<file path="src/rtl/vreg_read_pkg.sv">
package vreg_read_pkg;
  localparam int BYTE_W = 8;
  localparam int DEV_W  = 2;
  localparam int REG_AW = 5;
  localparam int CNT_W  = 4;

  typedef enum logic [2:0] {
    PH_HDR, PH_ADDR, PH_DATA, PH_ECHO, PH_ADDR2, PH_CTRL, PH_DONE, PH_IGNORE
  } phase_e;

  typedef enum logic [2:0] {
    TX_ZERO, TX_HDR, TX_DATA, TX_CODE, TX_SHIFT
  } txsel_e;

  typedef struct packed {
    logic       clr;
    logic       sample;
    logic       capHdr;
    logic       load;
    txsel_e     txSel;
    logic [2:0] bitPos;
    logic       useFail;
  } dp_strobe_t;
endpackage

</file>
<file path="src/rtl/vreg_read_ctrl.sv">
module vreg_read_ctrl
  import vreg_read_pkg::*;
#(
  parameter int SYNC_STAGES = 2
) (
  input  logic                clk,
  input  logic                rstN,
  input  logic                spiClk,
  input  logic                spiCsN,
  input  logic                spiMosi,
  input  logic [DEV_W-1:0]    devId,
  input  logic [BYTE_W-1:0]   rxByte,
  input  logic                txMsb,
  input  logic                echoMatch,
  output dp_strobe_t          stb,
  output logic                siS,
  output logic                csS,
  output phase_e              phase,
  output logic [CNT_W-1:0]    idx,
  output logic [CNT_W-1:0]    cnt,
  output logic                failFlag
);
  localparam int PIN_N = 3;

  logic [PIN_N-1:0] syncQ [SYNC_STAGES];
  logic sclkS, sclkPrev, rise, fall, lastData;
  logic [2:0] bitCnt;

  always_ff @(posedge clk or negedge rstN) begin
    if (!rstN) begin
      for (int i = 0; i < SYNC_STAGES; i++) syncQ[i] <= 3'b010;
      sclkPrev <= 1'b0;
    end else begin
      syncQ[0] <= {spiClk, spiCsN, spiMosi};
      for (int i = 1; i < SYNC_STAGES; i++) syncQ[i] <= syncQ[i-1];
      sclkPrev <= sclkS;
    end
  end

  assign sclkS = syncQ[SYNC_STAGES-1][2];
  assign csS   = syncQ[SYNC_STAGES-1][1];
  assign siS   = syncQ[SYNC_STAGES-1][0];
  assign rise  = sclkS & ~sclkPrev & ~csS;
  assign fall  = ~sclkS & sclkPrev & ~csS;

  // the count is only known once the count code byte itself completes
  assign lastData = (idx == '0) ? (rxByte[7:4] == '0) : (idx == cnt);

  always_ff @(posedge clk or negedge rstN) begin
    if (!rstN) begin
      phase <= PH_HDR; bitCnt <= '0; idx <= '0; cnt <= '0; failFlag <= 1'b0;
    end else if (csS) begin
      phase <= PH_HDR; bitCnt <= '0; idx <= '0; cnt <= '0; failFlag <= 1'b0;
    end else if (rise) begin
      bitCnt <= bitCnt + 3'd1;
      if (phase == PH_CTRL && siS != txMsb) failFlag <= 1'b1;
      if (bitCnt == 3'd7) begin
        unique case (phase)
          PH_HDR: phase <= (rxByte[7:6] == devId && rxByte[0]) ? PH_ADDR : PH_IGNORE;
          PH_ADDR: begin phase <= PH_DATA; idx <= '0; end
          PH_DATA: begin
            if (idx == '0) begin
              cnt <= rxByte[7:4];
              if (rxByte[3:0] != ~rxByte[7:4]) failFlag <= 1'b1;
            end
            if (lastData) begin phase <= PH_ECHO; idx <= '0; end
            else idx <= idx + 1'b1;
          end
          PH_ECHO: begin
            if (!echoMatch) failFlag <= 1'b1;
            if (idx == cnt) phase <= PH_ADDR2;
            else idx <= idx + 1'b1;
          end
          PH_ADDR2: phase <= PH_CTRL;
          PH_CTRL:  phase <= PH_DONE;
          default:  ;
        endcase
      end
    end
  end

  always_comb begin
    stb.clr     = csS;
    stb.sample  = rise;
    stb.capHdr  = rise && bitCnt == 3'd7 && phase == PH_HDR;
    stb.load    = fall;
    stb.bitPos  = bitCnt;
    stb.useFail = failFlag;
    if (phase == PH_CTRL) stb.txSel = TX_CODE;
    else if (bitCnt != 3'd0) stb.txSel = TX_SHIFT;
    else begin
      unique case (phase)
        PH_ADDR, PH_ADDR2: stb.txSel = TX_HDR;
        PH_DATA:           stb.txSel = TX_DATA;
        default:           stb.txSel = TX_ZERO;
      endcase
    end
  end
endmodule

</file>
<file path="src/rtl/vreg_read_dp.sv">
module vreg_read_dp
  import vreg_read_pkg::*;
#(
  parameter logic [BYTE_W-1:0] PASS_CODE = 8'h59
) (
  input  logic                clk,
  input  logic                rstN,
  input  dp_strobe_t          stb,
  input  logic                siS,
  input  logic [CNT_W-1:0]    idx,
  input  logic [BYTE_W-1:0]   rdData,
  output logic [BYTE_W-1:0]   rxByte,
  output logic [BYTE_W-1:0]   hdrByte,
  output logic                txMsb,
  output logic                echoMatch,
  output logic [REG_AW-1:0]   rdAddr,
  output logic                miso
);
  localparam logic [BYTE_W-1:0] FAIL_CODE = ~PASS_CODE;

  logic [BYTE_W-1:0] rxShift, txShift, txNext, code;

  assign rxByte    = {rxShift[BYTE_W-2:0], siS};
  assign rdAddr    = hdrByte[REG_AW:1] + REG_AW'(idx);
  assign echoMatch = (rxByte == rdData);
  assign txMsb     = txShift[BYTE_W-1];
  assign miso      = ~stb.clr & txMsb;
  assign code      = stb.useFail ? FAIL_CODE : PASS_CODE;

  always_comb begin
    unique case (stb.txSel)
      TX_HDR:   txNext = hdrByte;
      TX_DATA:  txNext = rdData;
      TX_CODE:  txNext = code << stb.bitPos;
      TX_SHIFT: txNext = txShift << 1;
      default:  txNext = '0;
    endcase
  end

  always_ff @(posedge clk or negedge rstN) begin
    if (!rstN) begin
      rxShift <= '0; txShift <= '0; hdrByte <= '0;
    end else if (stb.clr) begin
      rxShift <= '0; txShift <= '0;
    end else begin
      if (stb.sample) rxShift <= rxByte;
      if (stb.capHdr) hdrByte <= rxByte;
      if (stb.load)   txShift <= txNext;
    end
  end
endmodule

</file>
<file path="src/rtl/vreg_read_slave.sv">
module vreg_read_slave
  import vreg_read_pkg::*;
#(
  parameter int                SYNC_STAGES = 2,
  parameter logic [BYTE_W-1:0] PASS_CODE   = 8'h59
) (
  input  logic              clk,
  input  logic              rstN,
  input  logic [DEV_W-1:0]  devId,
  input  logic              spiClk,
  input  logic              spiCsN,
  input  logic              spiMosi,
  output logic              spiMiso,
  output logic [REG_AW-1:0] rdAddr,
  input  logic [BYTE_W-1:0] rdData
);
  dp_strobe_t        stb;
  phase_e            phase;
  logic              siS, csS, txMsb, echoMatch, failFlag;
  logic [CNT_W-1:0]  idx, cnt;
  logic [BYTE_W-1:0] rxByte, hdrByte;

  vreg_read_ctrl #(.SYNC_STAGES(SYNC_STAGES)) u_ctrl (
    .clk(clk), .rstN(rstN), .spiClk(spiClk), .spiCsN(spiCsN), .spiMosi(spiMosi),
    .devId(devId), .rxByte(rxByte), .txMsb(txMsb), .echoMatch(echoMatch),
    .stb(stb), .siS(siS), .csS(csS), .phase(phase), .idx(idx), .cnt(cnt),
    .failFlag(failFlag)
  );

  vreg_read_dp #(.PASS_CODE(PASS_CODE)) u_dp (
    .clk(clk), .rstN(rstN), .stb(stb), .siS(siS), .idx(idx), .rdData(rdData),
    .rxByte(rxByte), .hdrByte(hdrByte), .txMsb(txMsb), .echoMatch(echoMatch),
    .rdAddr(rdAddr), .miso(spiMiso)
  );
endmodule

</file>
<file path="config.mk">
export PLATFORM = sky130hd
export DESIGN_NAME = vreg_read_slave
export DESIGN_NICKNAME = d
export VERILOG_FILES = /design/src/rtl/vreg_read_pkg.sv /design/src/rtl/vreg_read_ctrl.sv /design/src/rtl/vreg_read_dp.sv /design/src/rtl/vreg_read_slave.sv
export SDC_FILE = /design/constraint.sdc
export NUM_CORES = 1
export LEC_CHECK = 0
export BUFFER_PORTS_ARGS = -buffer_cell sky130_fd_sc_hd__buf_4
export CAP_MARGIN = 0
export CORE_UTILIZATION = 55
export DETAILED_ROUTE_END_ITERATION = 8
export PLACE_DENSITY = 0.75
export REMOVE_ABC_BUFFERS = 1
export SYNTH_ARGS = -nofsm -noshare
export SYNTH_HDL_FRONTEND = slang
export SYNTH_SLANG_ARGS = --single-unit
</file>
<file path="constraint.sdc">
create_clock -name clk -period 4.3 [get_ports clk]
set_clock_uncertainty 0.15 [all_clocks]
set_input_delay 0.86 -clock clk [delete_from_list [all_inputs] [get_ports clk]]
set_output_delay 0.86 -clock clk [all_outputs]
set_load 0.05 [all_outputs]
</file>
Yosys cells after proc, flatten, opt, wreduce, memory -nomap -nowiden

Index checks and enable logic that the tools add are counted.

Add/subtract/negate cells: 3
Equality and inequality tests: 18
Shifts and indexed selects: 1
Mux-type cells: 38
Bitwise logic cells: 9
Reduce and logical (&&, ||, !) cells: 20

Operators with widths:

| cell                                                 | count |
|---|---|
| 2-to-1 mux 4 bit                                     | 10 |
| case mux 8 bit (4 select lines)                      | 1 |
| 2-to-1 mux 3 bit                                     | 10 |
| 2-to-1 mux 8 bit                                     | 3 |
| case mux 3 bit (6 select lines)                      | 1 |
| 2-to-1 mux 7 bit                                     | 2 |
| equality test 3 x 2 -> 1 bit (second input constant) | 4 |
| equality test 3 bit (second input constant)          | 4 |
| case mux 4 bit (3 select lines)                      | 1 |
| nonzero test 2 bit                                   | 5 |
| equality test 8 bit                                  | 1 |
| logical NOT 4 bit                                    | 2 |
| 2-to-1 mux 1 bit                                     | 8 |
| AND reduction 4 bit                                  | 2 |
| << shifter 8 x 3 -> 8 bit                            | 1 |
| nonzero test 7 bit                                   | 1 |
| equality test 3 x 1 -> 1 bit (second input constant) | 2 |
| != test 3 x 1 -> 1 bit (second input constant)       | 2 |
| adder 5 x 4 -> 5 bit                                 | 1 |
| AND 1 bit                                            | 5 |
| AND reduction 5 bit                                  | 1 |
| adder 4 x 1 -> 4 bit (second input constant)         | 1 |
| equality test 4 bit                                  | 1 |
| logical AND 1 bit                                    | 4 |
| 14 further kinds                                     | 16 |

Bits in registers: 45
Input port bits: 15
Logic and storage cells: 100

Logic depth before layout (Yosys ltp)

Gate-level depths: netlist of run 1.

Word-level depth: 9
Depth in mapped cells: 9

By module

Synthesis of run 1 repeated with hierarchy kept, for this count alone.

Cell total of the unflattened synthesis: 292
Area total of the unflattened synthesis: 2885.3 µm²

By module, submodules not included:

| module         | instances | cells each | area an instance (µm²) |
|---|---|---|---|
| vreg_read_dp   | 1         | 160        | 1574.0 |
| vreg_read_ctrl | 1         | 132        | 1311.3 |

Least setup slack after synthesis of run 1

OpenSTA, ideal clock, no wires.

Path kind: reg2out
From: reg u_ctrl.idx[0]
To: out rdAddr[4]
Arrival: 2.070 ns
Data required time: 3.290 ns
Slack: 1.220 ns
Cell stages (with the launch flop): 8
Path buffers: 0
Path through: dfrtp_1 -> ha_1 -> inv_1 -> fa_1 -> inv_1 -> a21o_1 -> a21oi_1 -> xnor2_1

Longest elaborated chain between the ends: 1

Ends and longest elaborated chain:

| item                   | line                  | source |
|---|---|---|
| from (decl)            | vreg_read_ctrl.sv:19  | `output logic [CNT_W-1:0] idx,` |
| from (signal assigned) | vreg_read_ctrl.sv:67  | `else idx <= idx + 1'b1;` |
| from (signal assigned) | vreg_read_ctrl.sv:72  | `else idx <= idx + 1'b1;` |
| adder 5 x 4 -> 5 bit   | vreg_read_dp.sv:24    | `assign rdAddr = hdrByte[REG_AW:1] + REG_AW'(idx);` |
| to (decl)              | vreg_read_slave.sv:14 | `output logic [REG_AW-1:0] rdAddr,` |

No other way between the ends.

Final worst setup path of run 1

Same ends and word-level chain as after synthesis.

==> out/results.ini, run 1 <==
[run_status]
status = completed

[clock_network]
cts-resized-gates = 0
path_clk_slew_ns = 0.09
cts_sinks = 45
cts_tree = done
clk_path_buf_depth = 2
clk_latency_ns = 0.30
cts_buffers = 5
postCtsHoldBufs = 0
post_cts_buffers = 0
root_buffer = clkbuf_8
htree_levels = 2

[final_layout]
antennaDiodeCount = 0
mostFrequentLayoutCell = dfrtp_1
layout_common_cells = dfrtp_1, nand2_1, a21oi_1, buf_4
instances_no_fill = 344
drive_above_1_share = 0.172
area_growth_pct = 8.64
layout.nets = 315

[global_route]
track_usage = 0.249
grt_max_degree = 46
grt_pass1_wl_um = 9780
overflow = 0
grt_pass1_vias = 2014
antenna_found_initial = 0

[critical_path]
critPathKind = flop to output port
critical_path_required_ns = 3.29
crit_fanout = 6
slowest_stage = dfrtp_1
slowest_delay_ns = 0.47
startpoint_type = flop
cp_common_cell = inv_1
cp-end-kind = output port
crit_chain = ha_1, inv_1, fa_1, inv_1, a21o_1, a21oi_1, xnor2_1, buf_4
cp.arrival_ns = 2.07

[placement]
port_buffers = 20
routabilityCongestion = 0.893
dpl.cell_count = 336
dp_hpwl_um = 4160

[yosys]
async_flop_share = 1.00
synth_enable_flop_cells = 0
syn_area_um2 = 2680
ys_seq_elements = 45
synth-seq-area-share = 0.421
synth_ff_type = dfrtp_1
synthCells = 280
avgSynthCellArea_um2 = 9.57
yosysUniqueCellTypes = 54
yosysWarnings = 0

[routing]
antenna_left = 0
dr.pass1.iters = 5
wl_per_cell_um = 17.1
wl_um = 5900
drc = 0
drt_iter0_drc = 184
vias = 2125
vias_per_cell = 6.18

[flow_run]
drv_cap = 0

[timing]
period_minus_slack_ns = 3.08
tns_ns = 0
maxSlewViolCount = 0
rsz0062_at_grt = no
timing.final.crit_share = 0.717
setup_violations = 0
worst_slew_pin_slew_ns = 0.786
hold_violations = 0
max_freq_mhz = 324
slew_headroom = 0.475

[die]
core_um2 = 4690
core.rowCount = 25
dieArea_um2 = 5160
die_w_um = 71.8
dieHeight_um = 71.8
initial_core_util = 0.571
ioPinCount = 21

[power]
ir_worst_vdd_v = 0.000167
p_leak_nw = 1.31
powerDensity_nw_per_um2 = 268

[min_path]
worstHoldPathType = flop to flop

-- worst paths after layout --
kind | start | cells after the start | endpoint | slack, ns
min in group asynchronous | rstN | 1 | u_dp.txShift[5] | 0.40
max in group asynchronous | rstN | 1 | u_ctrl.csS | 3.20
worst min-delay path | u_ctrl.syncQ[5] | 0 | u_ctrl.sclkS | 0.21
worst max-delay path | u_ctrl.idx[0] | 8 | rdAddr[4] | 1.22
worst max register to register | u_ctrl.sclkPrev | 5 | u_dp.hdrByte[0] | 1.74
worst min register to register | u_ctrl.syncQ[5] | 0 | u_ctrl.sclkS | 0.21
-- flip-flops by register name, summed over array words and instances (netlist names) --
name	count
u_ctrl.idx	4
u_ctrl.csS	1
u_dp.hdrByte	8
u_ctrl.sclkS	1
u_dp.rxShift	7
u_ctrl.phase	3
u_ctrl.cnt	4
u_ctrl.syncQ	3
u_ctrl.sclkPrev	1
u_ctrl.bitCnt	3
u_ctrl.siS	1
u_ctrl.failFlag	1
u_dp.txShift	8
-- power breakdown --
group	leakage, nW	internal, W	switching, W
combinational	0.642	0.0000212	0.0000315
clock	0.0542	0.000145	0.000144
sequential	0.609	0.000429	0.00000978
total	1.31	0.000595	0.000186
-- synth_stat cells (2+ instances only) --
cell | number | share of area
o21ai_0 | 2 | 0.0037
nor2_1 | 10 | 0.014
o21ai_1 | 7 | 0.013
o2111ai_1 | 2 | 0.0065
mux2_2 | 8 | 0.034
ha_1 | 10 | 0.047
a32o_1 | 2 | 0.0075
nor3_1 | 2 | 0.0037
and3_1 | 2 | 0.0047
a22o_1 | 4 | 0.013
dfrtp_1 | 43 | 0.40
a222oi_1 | 3 | 0.011
nand3_1 | 10 | 0.019
dfstp_2 | 2 | 0.020
nand2_1 | 36 | 0.050
nor3_2 | 2 | 0.0075
clkbuf_1 | 7 | 0.0098
xor2_1 | 10 | 0.033
a221oi_1 | 3 | 0.0098
a21oi_1 | 22 | 0.041
o21a_1 | 2 | 0.0056
inv_1 | 17 | 0.024
buf_2 | 10 | 0.019
a21o_1 | 3 | 0.0084
a31oi_1 | 3 | 0.0070
nor2b_1 | 5 | 0.012
nand2b_1 | 5 | 0.012
xnor2_1 | 17 | 0.056
nand4_1 | 3 | 0.0070
and2_1 | 3 | 0.0070
o2bb2ai_1 | 2 | 0.0065
-- cells by family after synthesis --
group / count (synthesis) / share of synthesized area
compound gates: 69 / 0.185
xor+xnor: 27 / 0.0882
fa+ha+maj: 11 / 0.0542
buf+inv: 35 / 0.0565
flops: 45 / 0.421
mux: 9 / 0.0373
simple gates: 84 / 0.157
-- final cells by class --
type / instances / area (um^2)
sequential: 45 / 1130
clock inverter: 1 / 5.00
multi-input combinational: 200 / 1400
tap: 54 / 67.6
inverter: 17 / 63.8
fill: 399 / 1780
clock buffer: 7 / 96.3
timing repair buffer: 20 / 150
-- worst max-delay path, delay by kind of cell, from the launching register on --
kind | cells | cell delay [ns]
AOI/OAI and AO/OA | 2 | 0.18
buffers and inverters | 3 | 0.36
xor gates and xnor gates | 1 | 0.15
DFF | 1 | 0.47
adders and majority gates | 2 | 0.60
-- per-layer routing --
metal | part of all wire | GRT usage
met1 | 0.46 | 0.355
met2 | 0.46 | 0.376
met3 | 0.060 | 0.0492
met4 | 0.015 | 0.0959
met5 | 0 | 0
-- stage by stage --
step	total power, W	instance area (um^2)	worst slack (ns)	hold slack [ns]	utilization
floorplan	0.000469	2590	1.22	0.181	-
CTS	0.000784	2910	1.22	0.209	0.621
global route	0.000809	2910	1.11	0.216	0.621
global placement	0.000499	2810	1.66	0.184	0.599
detailed placement	0.000500	2810	1.55	0.190	0.599
finish	0.000781	2910	1.22	0.207	0.621
No activity file was read; power rests on OpenSTA's default activity.
==> run 2: changes to the inputs <==
- ABC_AREA: unset -> 1
- CORE_UTILIZATION: 55 -> 54
- PLACE_DENSITY: 0.75 -> 0.77
- clock period: 4.3 -> 2.8 ns (I/O delays scaled with it)
==> run 2 against run 1 <==
Worst setup slack got worse by 1.0 ns. Flip-flop and latch count unchanged. Via count up 17%. First-iteration DRC count grew 13%. Sequential power rose by 55%. Critical path depth fell by 2. Clock-buffer cell count rose by 1. Utilization increased by 1.6 points. Register-to-register slack worse by 1.0 ns. Non-clock buffer count unchanged. Critical path type unchanged. Critical endpoint unchanged. Largest cell class unchanged.
==> out/results.ini, run 2 <==
[run_status]
status = completed

[yosys]
yosysWarnings = 0  ; unchanged
avgSynthCellArea_um2 = 7.58  ; -21%
ys_seq_elements = 45  ; unchanged
synth-seq-area-share = 0.402  ; -0.0188
synth_enable_flop_cells = 0  ; unchanged
synth_ff_type = dfrtp_1
yosysTopAreaCellShare = 0.384  ; -0.0179
yosysTopAreaCell = dfrtp_1
async_flop_share = 1.00  ; unchanged
ys_top_cells_by_count = nand2_1, dfrtp_1, inv_1
synth.most_common_cell = nand2_1
syn_area_um2 = 2810  ; +4.7%
synthTopCellsByArea = dfrtp_1, nand2_1, inv_1
yosysUniqueCellTypes = 38  ; -30%
synthCells = 370  ; +32%

[routing]
antenna_left = 0  ; unchanged
vias_per_cell = 5.41  ; -12%
drc = 0  ; unchanged
wl_per_cell_um = 14.0  ; -19%
dr.pass1.iters = 7  ; +2
wl_um = 6420  ; +8.9%
drt_iter0_drc = 208  ; +13%
vias = 2488  ; +17%

[global_route]
grt_pass1_wl_um = 10900  ; +11%
track_usage = 0.264  ; +0.0149
grt_pass1_vias = 2312  ; +15%
grt_max_degree = 46  ; unchanged
overflow = 0  ; unchanged
antenna_found_initial = 0  ; unchanged

[final_layout]
layout_common_cells = nand2_1, inv_1, dfrtp_1, o21ai_0
drive_above_1_share = 0.148  ; -0.0248
fillers = 441  ; +11%
area_growth_pct = 9.99
final_cell_area_um2 = 3090  ; +6.0%
instances_no_fill = 460  ; +34%
largestRegisters = u_dp.hdrByte x8, u_dp.txShift x8, u_dp.rxShift x7
layout.nets = 418  ; +33%
antennaDiodeCount = 0  ; unchanged
mostFrequentLayoutCell = nand2_1

[power]
p_leak_nw = 1.54  ; +18%
powerDensity_nw_per_um2 = 401  ; +49%
power_w = 0.00124  ; +58%
ir_worst_vdd_v = 0.000394  ; +140%

[clock_network]
cts_tree = done
clk_latency_ns = 0.30  ; about the same
post_cts_buffers = 0  ; unchanged
root_buffer = clkbuf_8
path_clk_slew_ns = 0.09  ; about the same
cts_buffers = 5  ; unchanged
htree_levels = 2  ; unchanged
cts_sinks = 45  ; unchanged
clk_path_buf_depth = 2  ; unchanged

[die]
core_um2 = 4850  ; +3.3%
dieArea_um2 = 5490  ; +6.4%
initial_core_util = 0.579  ; +0.00738
dieHeight_um = 74.1  ; +3.2%
die_w_um = 74.1  ; +3.2%
core.rowCount = 25  ; unchanged
ioPinCount = 21  ; unchanged

[placement]
place_area_um2 = 3000  ; +6.9%
port_buffers = 20  ; unchanged
routabilityCongestion = 0.946  ; +5.9%
dpl.cell_count = 452  ; +35%
dp_hpwl_um = 4940  ; +19%

[timing]
setup_violations = 0  ; unchanged
max_freq_mhz = 382
maxSlewViolCount = 0  ; unchanged
slew_headroom = 0.624  ; +0.149
period_minus_slack_ns = 2.62
whs_ns = 0.0972  ; -0.110 ns
rsz0062_at_grt = no
timing.final.crit_share = 0.934
hold_violations = 0  ; unchanged
worst_slew_pin_slew_ns = 0.563  ; -0.223 ns
tns_ns = 0  ; unchanged

[critical_path]
r2r-start = u_ctrl.bitCnt[1]
crit_path_end = rdAddr[4]
cp-end-kind = output port
reg2reg_to = u_dp.txShift[2]
startpoint_type = flop
rrSetupSlack_ns = 0.73  ; -1.01 ns
critical_path_required_ns = 2.09  ; -1.20 ns
crit_fanout = 7  ; +1
rr_worst_depth = 10  ; +5
critPathKind = flop to output port
critPathLaunch = u_ctrl.idx[0]
cp.arrival_ns = 1.91  ; -0.16 ns

[flow_run]
drv_cap = 0  ; unchanged

[min_path]
worstHoldPathType = input port to asynchronous set/reset pin

==> run 2: per-layer routing <==
metal	wire (um)	GRT usage	vias to the layer above
met5	0	0	-
met2	2900	0.413	79
met3	337	0.0420	12
met4	109	0.0726	0
li1	-	-	1241
met1	3080	0.381	1156
==> run 2: cell type report <==
| type | count | area, um^2 | share of cell area |
|---|---|---|---|
| Timing Repair Buffer | 20 | 150 | 0.0487 |
| Sequential cell | 45 | 1130 | 0.366 |
| Multi-Input combinational cell | 264 | 1430 | 0.463 |
| Clock buffer | 8 | 80.1 | 0.0260 |
| Inverter | 56 | 213 | 0.0689 |
| Tap cell | 67 | 83.8 | 0.0272 |
==> run 2: power breakdown <==
part	switching [W]	internal, W	total (W)
combinational	0.000110	0.0000534	0.000163
sequential	0.0000179	0.000664	0.000682
clock	0.000214	0.000178	0.000392
==> run 2: worst min path at each step <==
stage,start,endpoint,slack (ns),cells after the start
6_report,rstN,u_ctrl.bitCnt[0],0.1,1
5_1_grt,rstN,u_ctrl.phase[2],0.15,1
4_1_cts,rstN,u_ctrl.bitCnt[0],0.13,1
3_5_place_dp,u_ctrl.syncQ[3],u_ctrl.siS,0.19,0
3_3_place_gp,u_ctrl.syncQ[3],u_ctrl.siS,0.18,0
2_1_floorplan,rstN,u_ctrl.bitCnt[0],0.11,0
==> run 2: kinds of logic (layout without fill, tap and decap cells) <==
kind of cell | count (synthesis) | in the layout | share of synthesized area
simple gates | 182 | 182 | 0.290
buf+inv | 61 | 84 | 0.0883
compound gates | 58 | 58 | 0.127
flops | 45 | 45 | 0.402
xor+xnor | 13 | 13 | 0.0406
fa+ha+maj | 11 | 11 | 0.0517
==> run 2: stage by stage <==
stage,setup WS [ns],utilization
after detailed placement,0.383,0.620
after global placement,0.418,0.620
after CTS,0.0532,0.636
final,0.184,0.636
after global routing,0.0408,0.636
after floorplan,0.0658,-
==> run 2: what timing repair did <==
action	CTS	global route
resized for setup	0	2
endpoints found under the setup margin	0	1
hold buffers	0	0
endpoints found under the hold margin	0	0
==> run 2: critical path, stage by stage (launching register included) <==
cell and delay (ns):
dfrtp_2 0.43, ha_1 0.18, inv_1 0.05, fa_1 0.39, o21ai_1 0.17, xor2_1 0.16, buf_4 0.21
==> run 3: changes to the inputs <==
- ABC_AREA: 1 -> unset
==> run 3 against run 2 <==
Clock power increased by 5.1%. Utilization is 1.6 points lower. Clock-buffer cell count is 3 lower. Flip-flop and latch count is the same. Critical path depth rose by 2. Cell area decreased by 4.4%. Sequential power is 1% lower. Register-to-register slack got worse by 0.20 ns. Final cell count decreased by 22%. Critical endpoint unchanged.
==> out/results.ini, run 3 (synthesized netlist as in run 1, its figures left out) <==
[run_status]
status = completed

[routing]
wl_um = 5820  ; -9.4%
antenna_left = 0  ; unchanged
vias_per_cell = 5.90  ; +9.1%
dr.pass1.iters = 7  ; unchanged
wl_per_cell_um = 16.1  ; +15%
drc = 0  ; unchanged
vias = 2130  ; -14%
drt_iter0_drc = 168  ; -19%

[final_layout]
multi_input_area_um2 = 1400  ; -2.0%
fillers = 410  ; -7.0%
area_growth_pct = 10.0  ; about the same
register_area_um2 = 1130  ; unchanged
antennaDiodeCount = 0  ; unchanged
drive_above_1_share = 0.187  ; +0.0395
layout.nets = 319  ; -24%
layout_common_cells = dfrtp_1, nand2_1, buf_4, a21oi_1
largestRegisters = u_dp.hdrByte x8, u_dp.txShift x8, u_dp.rxShift x7
mostFrequentLayoutCell = dfrtp_1

[power]
p_leak_nw = 1.31  ; -15%
clockPowerShare = 0.353  ; +0.036
switchingPower_w = 0.000300  ; -12%
seq_power_share = 0.575  ; +0.024
power_w = 0.00117  ; -5.5%
internal-power_w = 0.000868  ; -3.0%
powerDensity_nw_per_um2 = 396  ; -1.1%
switching_share = 0.257  ; -0.0191
combPwrFrac = 0.072  ; -0.060
ir_worst_vdd_v = 0.000340  ; -14%

[global_route]
antenna_found_initial = 0  ; unchanged
grt_max_degree = 46  ; unchanged
grt_pass1_wl_um = 9610  ; -12%
grt_pass1_vias = 2035  ; -12%
overflow = 0  ; unchanged
track_usage = 0.241  ; -0.0230

[placement]
port_buffers = 20  ; unchanged
dp_hpwl_um = 4210  ; -15%
routabilityCongestion = 0.878  ; -7.2%

[die]
dieArea_um2 = 5250  ; -4.3%
ioPinCount = 21  ; unchanged
dieHeight_um = 72.5  ; -2.2%
core.rowCount = 25  ; unchanged
core_um2 = 4750  ; -1.9%
initial_core_util = 0.564  ; -0.0149
die_w_um = 72.5  ; -2.2%

[critical_path]
cp.arrival_ns = 1.96  ; +0.05 ns
slowest_delay_ns = 0.41  ; -0.02 ns
startpoint_type = flop
crit_chain = ha_1, inv_1, fa_1, inv_1, a21o_1, a21oi_1, xnor2_1, buf_4
critical_path_required_ns = 2.09  ; about the same
slowest_stage = dfrtp_1
critPathKind = flop to output port
cp-end-kind = output port
crit_fanout = 3  ; -4
cp_common_cell = inv_1

[timing]
hold_violations = 0  ; unchanged
tns_ns = 0  ; unchanged
max_freq_mhz = 375  ; -1.9%
period_minus_slack_ns = 2.67  ; +0.0512 ns
setup_violations = 0  ; unchanged
timing.final.crit_share = 0.952  ; +0.0183
worst_slew_pin_slew_ns = 0.698  ; +0.134 ns
maxSlewViolCount = 0  ; unchanged
whs_ns = 0.0915  ; -0.00574 ns
rsz0062_at_grt = no
slew_headroom = 0.535  ; -0.0894

[clock_network]
cts_sinks = 45  ; unchanged
clk_path_buf_depth = 2  ; unchanged
clk_latency_ns = 0.30  ; about the same
path_clk_slew_ns = 0.09  ; about the same
root_buffer = clkbuf_8
cts_buffers = 5  ; unchanged
htree_levels = 2  ; unchanged
cts_tree = done

[flow_run]
drv_cap = 0  ; unchanged

[min_path]
worstHoldPathType = input port to asynchronous set/reset pin

-- run 3: cell types whose count changed in the layout (fill, tap and decap cells not counted), moves of 10 or more --
cell     delta
a21oi_1    +12
inv_2      -11
xnor2_1    +10
o21ai_0    -24
nor2_1     -10
inv_1      -26
nand2_1    -86
-- run 3: path summary, 6_finish.rpt --
| kind | start | to | slack, ns | cells past startpoint |
|---|---|---|---|---|
| worst max register to register | u_ctrl.bitCnt[1] | u_dp.hdrByte[7] | 0.53 | 6 |
| worst min-delay path | rstN | u_dp.txShift[5] | 0.09 | 1 |
| worst max-delay path | u_dp.hdrByte[1] | rdAddr[4] | 0.13 | 8 |
| worst min register to register | u_ctrl.syncQ[4] | u_ctrl.csS | 0.21 | 0 |
| min in group clk | spiClk | u_ctrl.syncQ[5] | 0.21 | 1 |
| max in group asynchronous | rstN | u_ctrl.idx[0] | 2.00 | 1 |
-- run 3: power groups by stage --
stage	clock (W)	combinational, W	sequential, W
after floorplan	0	0.0000400	0.000681
after global placement	0	0.0000834	0.000684
after detailed placement	0	0.0000843	0.000684
after CTS	0.000419	0.0000847	0.000671
after global routing	0.000449	0.0000927	0.000673
final	0.000412	0.0000844	0.000672
-- run 3: final cells by class --
class | instances | share of cell area
tap | 67 | 0.0284
timing repair buffer | 24 | 0.0611
clock inverter | 3 | 0.00764
clock buffer | 5 | 0.0233
multi-input combinational | 200 | 0.475
sequential | 45 | 0.383
inverter | 17 | 0.0216
-- run 3: per-layer routing --
| layer | part of all wire | GRT usage | wire [um] |
|---|---|---|---|
| met5 | 0 | 0 | 0 |
| met4 | 0.019 | 0.0980 | 112 |
| met1 | 0.47 | 0.330 | 2760 |
| met2 | 0.46 | 0.379 | 2650 |
| met3 | 0.051 | 0.0431 | 297 |
-- run 3: critical path: cells and delay by family (launching register included) --
family | cells | cell delay (ns)
DFF | 1 | 0.41
AOI/OAI and AO/OA | 2 | 0.18
xor gates and xnor gates | 1 | 0.13
buffers and inverters | 3 | 0.33
adders and majority gates | 2 | 0.60
-- run 3: what timing repair did --
| item | 4_1_cts | 5_1_grt |
|---|---|---|
| hold buffers | 0 | 0 |
| buffers inserted | 0 | 1 |
| endpoints found under the setup margin | 0 | 1 |
| gates resized for setup | 0 | 1 |
-- run 3: through the flow --
| stage | setup WS (ns) | utilization | instance area [um^2] | cells |
|---|---|---|---|---|
| 6_report | 0.133 | 0.620 | 2950 | 361 |
| 5_1_grt | 0.00399 | 0.620 | 2950 | 361 |
| 4_1_cts | 0.0475 | 0.618 | 2940 | 360 |
| 3_5_place_dp | 0.390 | 0.599 | 2850 | 352 |
| 3_3_place_gp | 0.459 | 0.599 | 2850 | 352 |
| 2_1_floorplan | 0.0199 | - | 2590 | 262 |
